==> config.mk <==
export PLATFORM = sky130hd
export DESIGN_NAME = psig_top
export DESIGN_NICKNAME = d
export VERILOG_FILES = /design/src/rtl/psig_pkg.sv /design/src/rtl/psig_arbiter.sv /design/src/rtl/psig_router.sv /design/src/rtl/psig_top.sv
export SDC_FILE = /design/constraint.sdc
export NUM_CORES = 1
export LEC_CHECK = 0
export BUFFER_PORTS_ARGS = -buffer_cell sky130_fd_sc_hd__buf_2
export CORE_AREA = 2 2 162 164
export DETAILED_ROUTE_END_ITERATION = 8
export DIE_AREA = 0 0 164 166
export GPL_ROUTABILITY_DRIVEN = 0
export PLACE_DENSITY = 0.84
export SETUP_SLACK_MARGIN = 0.5
export SLEW_MARGIN = 15
export SYNTH_ARGS = -nofsm -noshare
export SYNTH_HDL_FRONTEND = slang
export SYNTH_HIERARCHICAL = 1
export SYNTH_SLANG_ARGS = --single-unit
==> constraint.sdc <==
create_clock -name clk -period 11.7 [get_ports clk]
set_input_delay 0.585 -clock clk [delete_from_list [all_inputs] [get_ports clk]]
set_output_delay 0.585 -clock clk [all_outputs]
set_load 0.02 [all_outputs]
==> src/rtl/psig_pkg.sv <==
// Package: shared constants and the candidate record used by the
// priority signaller. Assumes 8-bit priorities and 10-bit source IDs.
package psig_pkg;
    localparam int PRIO_W  = 8;
    localparam int CPRIO_W = PRIO_W + 1;   // one extra bit for the "none" sentinel
    localparam int ID_W    = 10;
    localparam logic [ID_W-1:0]    SPURIOUS_ID = 10'd1023;
    localparam logic [CPRIO_W-1:0] NO_PRIO     = 9'h100;

    typedef struct packed {
        logic [CPRIO_W-1:0] prio;
        logic [ID_W-1:0]    id;
        logic               grp;
    } cand_t;
endpackage

==> src/rtl/psig_arbiter.sv <==
// Module: psig_arbiter
// Reduces the per-source eligibility and priority vectors to one winning
// candidate with a balanced binary tree. The left subtree always holds the
// lower indices and wins ties, so equal priorities resolve to the lower ID.
// Ineligible or padding leaves carry the sentinel priority 0x100.
// Assumes 2 <= NUM_SRC <= 1020.
module psig_arbiter
    import psig_pkg::*;
#(
    parameter int NUM_SRC = 32
) (
    input  logic                      clk,
    input  logic                      rst_n,
    input  logic [NUM_SRC-1:0]        eligible,
    input  logic [NUM_SRC-1:0]        grp,
    input  logic [NUM_SRC*PRIO_W-1:0] prio,
    output cand_t                     best
);
    localparam int LVLS   = $clog2(NUM_SRC);
    localparam int LEAVES = 1 << LVLS;

    cand_t node [1:2*LEAVES-1];

    // Leaf stage: real sources or sentinels
    for (genvar i = 0; i < LEAVES; i++) begin : g_leaf
        if (i < NUM_SRC) begin : g_real
            assign node[LEAVES+i] = eligible[i]
                ? '{prio: {1'b0, prio[i*PRIO_W +: PRIO_W]}, id: ID_W'(i), grp: grp[i]}
                : '{prio: NO_PRIO, id: ID_W'(i), grp: 1'b0};
        end else begin : g_pad
            assign node[LEAVES+i] = '{prio: NO_PRIO, id: ID_W'(i), grp: 1'b0};
        end
    end

    // Internal stage: strictly better right child wins, otherwise the left one
    for (genvar k = 1; k < LEAVES; k++) begin : g_node
        assign node[k] = (node[2*k+1].prio < node[2*k].prio) ? node[2*k+1] : node[2*k];
    end

    assign best = node[1];

    // Any eligible source must yield a real priority
    assert_found_when_eligible_R2: assert property (@(posedge clk) disable iff (!rst_n)
        (|eligible) |-> (best.prio != NO_PRIO));

    // No eligible source must yield the sentinel
    assert_sentinel_when_empty_R2: assert property (@(posedge clk) disable iff (!rst_n)
        !(|eligible) |-> (best.prio == NO_PRIO));
endmodule

==> src/rtl/psig_router.sv <==
// Module: psig_router
// Decides, from the winning candidate and the control bits, the next values
// of the two interrupt lines and of the pending ID. Purely combinational.
// Assumes the caller feeds back the registered pending ID so it can hold.
module psig_router
    import psig_pkg::*;
(
    input  cand_t             best,
    input  logic              dist_en_g0,
    input  logic              dist_en_g1,
    input  logic              cpu_en_g0,
    input  logic              cpu_en_g1,
    input  logic              cpu_fast_en,
    input  logic [PRIO_W-1:0] prio_mask,
    input  logic [PRIO_W-1:0] run_prio,
    input  logic [ID_W-1:0]   pend_id_cur,
    output logic              irq_nxt,
    output logic              fiq_nxt,
    output logic [ID_W-1:0]   pend_id_nxt
);
    logic any_on;
    logic grp_on;
    logic below_mask;
    logic below_run;

    // Qualifying conditions for the winner
    always_comb begin
        any_on     = (dist_en_g0 | dist_en_g1) & (cpu_en_g0 | cpu_en_g1);
        grp_on     = best.grp ? (dist_en_g1 & cpu_en_g1) : (dist_en_g0 & cpu_en_g0);
        below_mask = best.prio < {1'b0, prio_mask};
        below_run  = best.prio < {1'b0, run_prio};
    end

    // Line selection and pending-ID update
    always_comb begin
        irq_nxt     = 1'b0;
        fiq_nxt     = 1'b0;
        pend_id_nxt = pend_id_cur;
        if (any_on) begin
            if (below_mask) begin
                pend_id_nxt = best.id;
                if (below_run && grp_on) begin
                    if (!best.grp && cpu_fast_en) fiq_nxt = 1'b1;
                    else                          irq_nxt = 1'b1;
                end
            end else begin
                pend_id_nxt = SPURIOUS_ID;
            end
        end
    end
endmodule

==> src/rtl/psig_top.sv <==
// Module: psig_top
// Per-CPU grouped interrupt priority signaller. Qualifies sources, picks the
// most urgent one, routes it to the normal or fast line and registers the
// result (one cycle latency). Assumes synchronous active-low reset.
module psig_top
    import psig_pkg::*;
#(
    parameter int NUM_SRC = 32
) (
    input  logic                      clk,
    input  logic                      rst_n,
    input  logic [NUM_SRC-1:0]        src_pending,
    input  logic [NUM_SRC-1:0]        src_enable,
    input  logic [NUM_SRC-1:0]        src_target,
    input  logic [NUM_SRC-1:0]        src_group,
    input  logic [NUM_SRC*8-1:0]      src_prio,
    input  logic                      dist_en_g0,
    input  logic                      dist_en_g1,
    input  logic                      cpu_en_g0,
    input  logic                      cpu_en_g1,
    input  logic                      cpu_fast_en,
    input  logic [7:0]                prio_mask,
    input  logic [7:0]                run_prio,
    output logic                      irq_o,
    output logic                      fiq_o,
    output logic [9:0]                pend_id_o
);
    logic [NUM_SRC-1:0] eligible;
    cand_t              best;
    logic               irq_nxt;
    logic               fiq_nxt;
    logic [ID_W-1:0]    pend_id_nxt;
    logic               irq_q;
    logic               fiq_q;
    logic [ID_W-1:0]    pend_id_q;

    // Source qualification: pending, enabled and aimed at this CPU
    always_comb eligible = src_pending & src_enable & src_target;

    psig_arbiter #(.NUM_SRC(NUM_SRC)) u_arb (
        .clk      (clk),
        .rst_n    (rst_n),
        .eligible (eligible),
        .grp      (src_group),
        .prio     (src_prio),
        .best     (best)
    );

    psig_router u_route (
        .best        (best),
        .dist_en_g0  (dist_en_g0),
        .dist_en_g1  (dist_en_g1),
        .cpu_en_g0   (cpu_en_g0),
        .cpu_en_g1   (cpu_en_g1),
        .cpu_fast_en (cpu_fast_en),
        .prio_mask   (prio_mask),
        .run_prio    (run_prio),
        .pend_id_cur (pend_id_q),
        .irq_nxt     (irq_nxt),
        .fiq_nxt     (fiq_nxt),
        .pend_id_nxt (pend_id_nxt)
    );

    // Output register stage
    always_ff @(posedge clk) begin
        if (!rst_n) begin
            irq_q     <= 1'b0;
            fiq_q     <= 1'b0;
            pend_id_q <= SPURIOUS_ID;
        end else begin
            irq_q     <= irq_nxt;
            fiq_q     <= fiq_nxt;
            pend_id_q <= pend_id_nxt;
        end
    end

    assign irq_o     = irq_q;
    assign fiq_o     = fiq_q;
    assign pend_id_o = pend_id_q;

    // Lines are mutually exclusive
    assert_lines_exclusive_R7: assert property (@(posedge clk) disable iff (!rst_n)
        !(irq_q && fiq_q));

    // Fast line only for a group-0 path with the fast enable set
    assert_fast_needs_enable_R7: assert property (@(posedge clk) disable iff (!rst_n)
        fiq_q |-> $past(cpu_fast_en && dist_en_g0 && cpu_en_g0));

    // All groups off at either level silences both lines and holds the ID
    assert_all_off_silent_R8: assert property (@(posedge clk) disable iff (!rst_n)
        (!(dist_en_g0 | dist_en_g1) || !(cpu_en_g0 | cpu_en_g1))
        |=> (!irq_q && !fiq_q && $stable(pend_id_q)));

    // A raised line always comes with a real pending ID
    assert_line_has_id_R4: assert property (@(posedge clk) disable iff (!rst_n)
        (irq_q || fiq_q) |-> (pend_id_q != SPURIOUS_ID));

    // A raised line needs some CPU-interface group enabled a cycle earlier
    assert_line_needs_cpu_grp_R6: assert property (@(posedge clk) disable iff (!rst_n)
        (irq_q || fiq_q) |-> $past(cpu_en_g0 || cpu_en_g1));
endmodule

==> results of run 1 <==
## cell usage after synthesis (4+ instances only)
| cell type | count | share of area [%] |
|---|---|---|
| dfxtp_1 | 12 | 1.9 |
| inv_1 | 152 | 4.6 |
| a31oi_1 | 26 | 1.3 |
| a211o_1 | 10 | 0.71 |
| buf_1 | 4 | 0.12 |
| a31o_2 | 7 | 0.50 |
| ha_1 | 244 | 25 |
| a211oi_1 | 11 | 0.67 |
| o21a_1 | 24 | 1.5 |
| a21o_1 | 47 | 2.9 |
| a221oi_1 | 4 | 0.28 |
| o31ai_1 | 7 | 0.43 |
| clkbuf_1 | 56 | 1.7 |
| buf_2 | 18 | 0.73 |
| o31a_1 | 5 | 0.35 |
| and4_1 | 5 | 0.35 |
| or3_1 | 4 | 0.20 |
| buf_4 | 7 | 0.43 |
| mux2_2 | 32 | 2.9 |
| and2_1 | 68 | 3.4 |
| o22a_1 | 11 | 0.78 |
| or2_2 | 4 | 0.20 |
| nand2_1 | 318 | 9.7 |
| nand4_1 | 18 | 0.91 |
| a21boi_0 | 5 | 0.30 |
| o211ai_1 | 26 | 1.6 |
| nor2_1 | 136 | 4.1 |
| or4_1 | 4 | 0.24 |
| and3_1 | 41 | 2.1 |
| o21ai_0 | 150 | 6.1 |
| nor3_1 | 16 | 0.65 |
| o2111ai_1 | 5 | 0.35 |
| nor2b_1 | 22 | 1.1 |
| a21oi_1 | 155 | 6.3 |
| a211oi_2 | 4 | 0.41 |
| nand3_1 | 77 | 3.1 |
| mux2i_1 | 62 | 5.0 |
| nand2b_1 | 23 | 1.2 |
## final timing paths
kind	from	endpoint	cells past startpoint
setup reg to reg	pend_id_o[7]$_SDFF_PN1_	pend_id_o[7]$_SDFF_PN1_	2
setup / recovery	src_enable[25]	pend_id_o[7]$_SDFF_PN1_	64
hold / removal	pend_id_o[0]$_SDFF_PN1_	pend_id_o[0]$_SDFF_PN1_	2
hold reg to reg	pend_id_o[0]$_SDFF_PN1_	pend_id_o[0]$_SDFF_PN1_	2
## power groups by stage
stage / registers, W / logic (W) / clock network [W]
after floorplan: 0.0000568 / 0.00298 / 0
after global placement: 0.0000516 / 0.00378 / 0
after detailed placement: 0.0000516 / 0.00395 / 0
after CTS: 0.0000509 / 0.00409 / 0.0000689
after global routing: 0.0000514 / 0.00557 / 0.0000721
final: 0.0000508 / 0.00519 / 0.0000679
## cell type report
cell class | instances | area (µm²)
multi-input cells | 1654 | 12200
fillers | 2113 | 8900
repair buffers | 551 | 3220
inverters | 152 | 571
well taps | 335 | 419
flip-flops and latches | 12 | 240
clock buffers | 4 | 88.8
diodes | 9 | 22.5
## what timing repair did
item	in CTS	in global routing
endpoints found under the setup margin	12	12
hold buffers	0	0
buffers inserted	8	65
pin swaps	7	86
gates cloned	0	8
gates resized for setup	36	239
## critical path, delay by kind of cell
kind,cells,cell delay [ns]
compound gates,31,5.82
simple gates,21,2.21
fa+ha+maj,6,1.67
mux,2,0.56
buf+inv,4,0.36
## per-stage QoR
stage	cell area (µm²)	TNS, ns
floorplan	12500	0
global placement	14900	0
detailed placement	14900	-5.18
CTS	15200	0
global route	16700	0
finish	16700	0
## cell families (layout without fill, tap and decap cells)
group,after synthesis,after routing,synth area share [%]
AO/OA/AOI/OAI,546,547,28.3
AND/OR/NAND/NOR,753,757,28.4
buffers and inverters,240,707,7.88
other,1,14,0.0304
XOR/XNOR,1,1,0.0710
multiplexers,98,98,8.46
adder cells (fa/ha/maj),246,246,24.9
flip-flops,12,12,1.95
## routing by layer
metal  GRT usage (%)  vias to the layer above  share of wire (%)
li1                -                     7767                  -
met1            34.6                     7348                 39
met2            52.8                      857                 49
met3            2.92                      191                7.6
met4            10.5                        6                4.7
met5               0                        -              0.088
## layout by cell type (no fill, tap or decap), types with 9 or more instances in the layout
cell,n
nor2_2,11
and2_1,62
ha_1,228
dfxtp_1,12
nand3_1,75
and3_1,16
o21ai_2,14
a211o_1,9
buf_6,17
inv_1,146
mux2_2,28
a21o_1,46
and3_4,12
a21oi_1,122
buf_2,418
a21oi_2,32
ha_4,14
buf_4,110
o22a_1,11
o21ai_0,111
o211ai_1,26
o21ai_1,26
nand4_1,18
nor2_1,123
nand2_1,311
nor3_1,14
nor2b_1,21
diode_2,9
o21a_1,22
a31oi_1,25
nand2b_1,22
and3_2,16
mux2i_1,51
## sequential cells by signal, summed over array words and instances, names as in the netlist
name       cells
fiq_o          1
irq_o          1
pend_id_o     10
==> results.txt, run 1 <==
----------------------------------------------------
[Run status]
  Outcome ... completed

[CTS]
  TritonCTS clock tree ... done
  Worst-path clk slew ... 0.04 ns
  Clock latency on the worst-skew pair ... 0.23 ns
  Sink Count ... 12
  CTS Root Cell ... clkbuf_16
  Deepest clock path buffer count ... 2
  H-tree lvl count ... 1
  Number of buffers created by CTS ... 3

[Timing]
  Clock skew after layout ... 0 ns
  Highest achievable clock rate ... 89.8 MHz
  Post-route clock period utilization ... between 90% and 100%
  Final Max Slew Viols ... 0
  RSZ-0062 raised after global routing ... yes
  Final count of hold timing violations ... 0
  Final critical-path required period ... ~11 ns
  Worst Tran Pin Value ... 0.658 ns
  Relative slew margins ... between 50% and 60%
  Min Hold Slack ... 0.554 ns
  Worst path setup slack after routing ... 0.565 ns
  Final setup violation count ... 0

[Min path]
  Hold Path Class ... reg2reg

[Power and ir drop]
  Final total power ... 0.00531 W
  Worst VDD drop ... between 500 and 600 µV
  Switching fraction of total power ... approximately 52%
  Clock power frac ... under 10%
  Power density of the placed cells ... between 300 and 400 mW/mm²
  Power share of the combinational group ... 97.8%
  Internal power ... 0.00254 W
  Share of power burned in registers ... ~1.0%
  Leak pwr ... 8.48 nW
  Net switching power ... 0.00277 W

[Drt]
  First-pass iteration count of the detailed router ... 6
  Detailed-route DRC error count ... 0
  Average wire per standard cell ... 17.2 µm
  Vias after detailed routing ... 16,200
  Number of DRC markers in iteration 0 ... 1,294
  Routed WL ... roughly 47,000 µm
  Post-route antenna net violation count ... 0
  Via/cell ratio ... 5.95

[Worst setup path]
  Reg2reg setup slack ... 10.94 ns
  CP dominant cell by count ... a21oi_2
  Critical path startpoint category ... input port
  Critical path peak fanout ... 8
  Category of the most critical setup path ... in2reg
  Endpoint kind of the worst setup timing path ... flop
  CP required ... 11.82 ns
  Largest stage delay on the critical path ... 0.40 ns
  Cell with the biggest individual delay on the critical path ... a221oi_2
  Arrival time of data at the critical path endpoint ... 11.25 ns

[Placement]
  Pre-CTS setup slack ... -0.467 ns
  Sum of net half-perimeters after detailed placement ... 36,600 µm
  Port Buffer Count ... between 400 and 500
  Cell count after placement ... between 2,000 and 3,000

[Synthesis]
  Main synth FF type ... dfxtp_1
  Per-instance average area after synthesis ... 6.51 µm²
  Synthesis-stage register bit count ... 12
  Cell area after synthesis ... 0.0123 mm²
  Yosys cell types ... 84
  Fraction of synthesis flops using an asynchronous set or reset pin ... 0%
  Yosys Warn Count ... 6
  Sequential share of the synthesized area ... slightly below 2%
  Synthesized instance count ... 1,897
  Post-synth EDFFs ... 0

[Global route]
  Antenna violations before repair ... 12
  Pin count of the biggest net entering global routing ... 21
  Global-route usage over all layers ... slightly below 30%
  First-pass GRT wire length ... 66,100 µm
  Via count of the first global-routing pass ... 14,600
  Total overflow reported by the global router ... 0

[Cells and area]
  Syn-to-layout area delta ... 35.4%
  Non-filler cells in the finished layout ... 2,717
  Post-Route Utilization ... 65.3%
  Proportion of layout cells with a drive suffix above 1 ... between 30% and 40%
  Net count, final ... 3,025

[Floorplan]
  Overall die area ... 0.0272 mm²
  Count of boundary I/O pins ... ~420
  Number of rows created at floorplan ... 59
  Floorplan Core Area ... 0.0256 mm²
  Height of the chip ... between 150 and 200 µm
  Effective utilization at floorplan ... 48.2%
  Die width ... between 150 and 200 µm

[Flow run]
  Max Cap Viol ... 0

----------------------------------------------------
Power figures use the tool's default switching activity.
==> inputs of run 2 (changes only) <==
- REMOVE_ABC_BUFFERS: not set -> 1
==> run 2 against run 1 <==
Net effect:
- core utilization hardly changed
- non-clock buffer count rose by 12
- worst hold slack better by 0.013 ns
- register-to-register slack lost 0.02 ns
- clock skew did not move
- worst setup slack worse by 0.073 ns
- sequential cell count unchanged
- first-iteration DRC count down 3.9%
- die area unchanged
- sequential share of layout area about the same
- combinational power is 0.8% higher
- critical endpoint is now pend_id_o[0]$_SDFF_PN1_
==> results.txt, run 2 (synthesis results as in run 1) <==
----------------------------------------------------
[Worst setup path]
  Largest stage delay on the critical path ... 0.41 ns (was 0.40 ns)
  Arrival time of data at the critical path endpoint ... 11.33 ns (was 11.25 ns)
  Critical path peak fanout ... 8 (unchanged)
  Endpoint kind of the worst setup timing path ... flop (unchanged)
  Category of the most critical setup path ... in2reg (unchanged)
  CP required ... 11.82 ns (about the same)
  Critical path startpoint category ... input port (unchanged)
  Cell with the biggest individual delay on the critical path ... a211o_4 (was a221oi_2)

[Drt]
  First-pass iteration count of the detailed router ... 6 (unchanged)
  Average wire per standard cell ... 16.7 µm (was 17.2 µm)
  Number of DRC markers in iteration 0 ... 1,244 (was 1,294)
  Detailed-route DRC error count ... 0 (unchanged)
  Post-route antenna net violation count ... 0 (unchanged)
  Via/cell ratio ... 5.92 (was 5.95)
  Vias after detailed routing ... 16,100 (was 16,200)
  Routed WL ... 45,600 µm (was 46,700 µm)

[Cells and area]
  Number of flip-flops under the largest register name ... 10 (unchanged)
  Proportion of layout cells with a drive suffix above 1 ... 33.8% (was 33.5%)
  Net count, final ... 3,036 (was 3,025)
  Syn-to-layout area delta ... 35.4% (about the same)
  Most common cell after layout, fill and taps aside ... buf_2 (unchanged)
  Post-Route Utilization ... 65.3% (about the same)
  Commonest cells after routing, fill and taps aside ... buf_2, nand2_1, ha_1 (unchanged)

[Placement]
  Sum of net half-perimeters after detailed placement ... 36,100 µm (was 36,600 µm)
  Pre-CTS setup slack ... -0.481 ns (was -0.467 ns)
  Port Buffer Count ... 418 (unchanged)

[Min path]
  Hold Path Class ... reg2reg (unchanged)

[CTS]
  Number of hold-repair buffers added at the cts stage ... 0 (unchanged)
  Deepest clock path buffer count ... 2 (unchanged)
  Worst-path clk slew ... 0.04 ns (about the same)
  CTS Root Cell ... clkbuf_16 (unchanged)
  H-tree lvl count ... 1 (unchanged)
  Sink Count ... 12 (unchanged)
  Clock latency on the worst-skew pair ... 0.23 ns (about the same)
  TritonCTS clock tree ... done (unchanged)
  Number of buffers created by CTS ... 3 (unchanged)

[Flow run]
  Max Cap Viol ... 0 (unchanged)

[Floorplan]
  Height of the chip ... 166 µm (unchanged)
  Die width ... 164 µm (unchanged)
  Effective utilization at floorplan ... 48.2% (unchanged)
  Number of rows created at floorplan ... 59 (unchanged)
  Floorplan Core Area ... 0.0256 mm² (unchanged)
  Overall die area ... 0.0272 mm² (unchanged)
  Count of boundary I/O pins ... 419 (unchanged)

[Global route]
  Via count of the first global-routing pass ... 14,600 (about the same)
  Total overflow reported by the global router ... 0 (unchanged)
  Pin count of the biggest net entering global routing ... 21 (unchanged)
  Global-route usage over all layers ... 28.7% (was 28.9%)
  First-pass GRT wire length ... 65,800 µm (was 66,100 µm)
  Antenna violations before repair ... 8 (was 12)

[Power and ir drop]
  Worst VDD drop ... 598 µV (was 538 µV)
  Final total power ... 0.00534 W (was 0.00531 W)
  Power density of the placed cells ... 319 mW/mm² (was 318 mW/mm²)
  Leak pwr ... 8.52 nW (was 8.48 nW)

[Timing]
  Worst path setup slack after routing ... 0.491 ns (was 0.565 ns)
  Relative slew margins ... 51.9% (was 54.9%)
  Worst Tran Pin Value ... 0.715 ns (was 0.658 ns)
  Final Max Slew Viols ... 0 (unchanged)
  Clock skew after layout ... 0 ns (unchanged)
  Min Hold Slack ... 0.567 ns (was 0.554 ns)
  RSZ-0062 raised after global routing ... no (was yes)
  Post-Route Setup TNS ... 0 ns (unchanged)
  Final setup violation count ... 0 (unchanged)
  Highest achievable clock rate ... 89.2 MHz (was 89.8 MHz)
  Final count of hold timing violations ... 0 (unchanged)
  Final critical-path required period ... 11.21 ns (was 11.14 ns)
  Post-route clock period utilization ... 95.8% (was 95.2%)

[Run status]
  Outcome ... completed (unchanged)

----------------------------------------------------
## run 2: cell types whose count changed in the layout (fill, tap and decap cells not counted), moves of 3 or more
cell / change
and3_1: +3
buf_2: +3
a21oi_2: +3
o21ai_0: -5
a21oi_1: -3
o21ai_1: +8
inv_1: +3
buf_4: +13
o21ai_2: -3
inv_2: -3
nand3_1: -3
nand3_2: +3
## run 2: final timing paths
kind                      startpoint                 endpoint  slack, ns  cells after the start
max                   src_enable[25]  pend_id_o[0]$_SDFF_PN1_       0.49                     64
min          pend_id_o[9]$_SDFF_PN1_  pend_id_o[9]$_SDFF_PN1_       0.57                      2
max reg2reg  pend_id_o[0]$_SDFF_PN1_  pend_id_o[0]$_SDFF_PN1_      10.92                      2
min reg2reg  pend_id_o[9]$_SDFF_PN1_  pend_id_o[9]$_SDFF_PN1_       0.57                      2
## run 2: repair_timing
item,in CTS,in global routing
buffers inserted,6,67
pin swaps,4,103
cloned,0,9
setup endpoints to repair,12,12
resized for setup,46,230
## run 2: power by group
| part | internal (W) | switching [W] |
|---|---|---|
| Sequential | 0.0000490 | 0.00000235 |
| Clock | 0.0000444 | 0.0000163 |
| Combinational | 0.00248 | 0.00275 |
## run 2: critical path, delay by kind of cell
| kind | cells | cell delay, ns |
|---|---|---|
| buf+inv | 6 | 0.57 |
| compound gates | 30 | 5.61 |
| simple gates | 20 | 2.23 |
| fa+ha+maj | 6 | 1.74 |
| mux | 2 | 0.54 |
## run 2: through the flow
| step | instances | instance area, µm² |
|---|---|---|
| floorplan | 1813 | 12000 |
| global placement | 2633 | 15000 |
| detailed placement | 2633 | 15000 |
| CTS | 2642 | 15300 |
| global route | 2725 | 16700 |
| finish | 2725 | 16700 |
## run 2: layer usage
layer	up-vias	part of all wire (%)	global-route usage (%)	routed length, µm
met1	7413	40	35.0	18300
met2	776	48	50.6	21900
met4	2	4.1	11.2	1870
met5	-	0.029	0	13
li1	7778	-	-	-
met3	153	7.7	3.92	3520
## run 2: cell type report
type | count | area (µm²)
multi-input cells | 1653 | 12100
inverters | 152 | 571
repair buffers | 563 | 3280
well taps | 335 | 419
diodes | 7 | 17.5
flip-flops and latches | 12 | 240
clock buffers | 3 | 75.1
fillers | 2156 | 8900
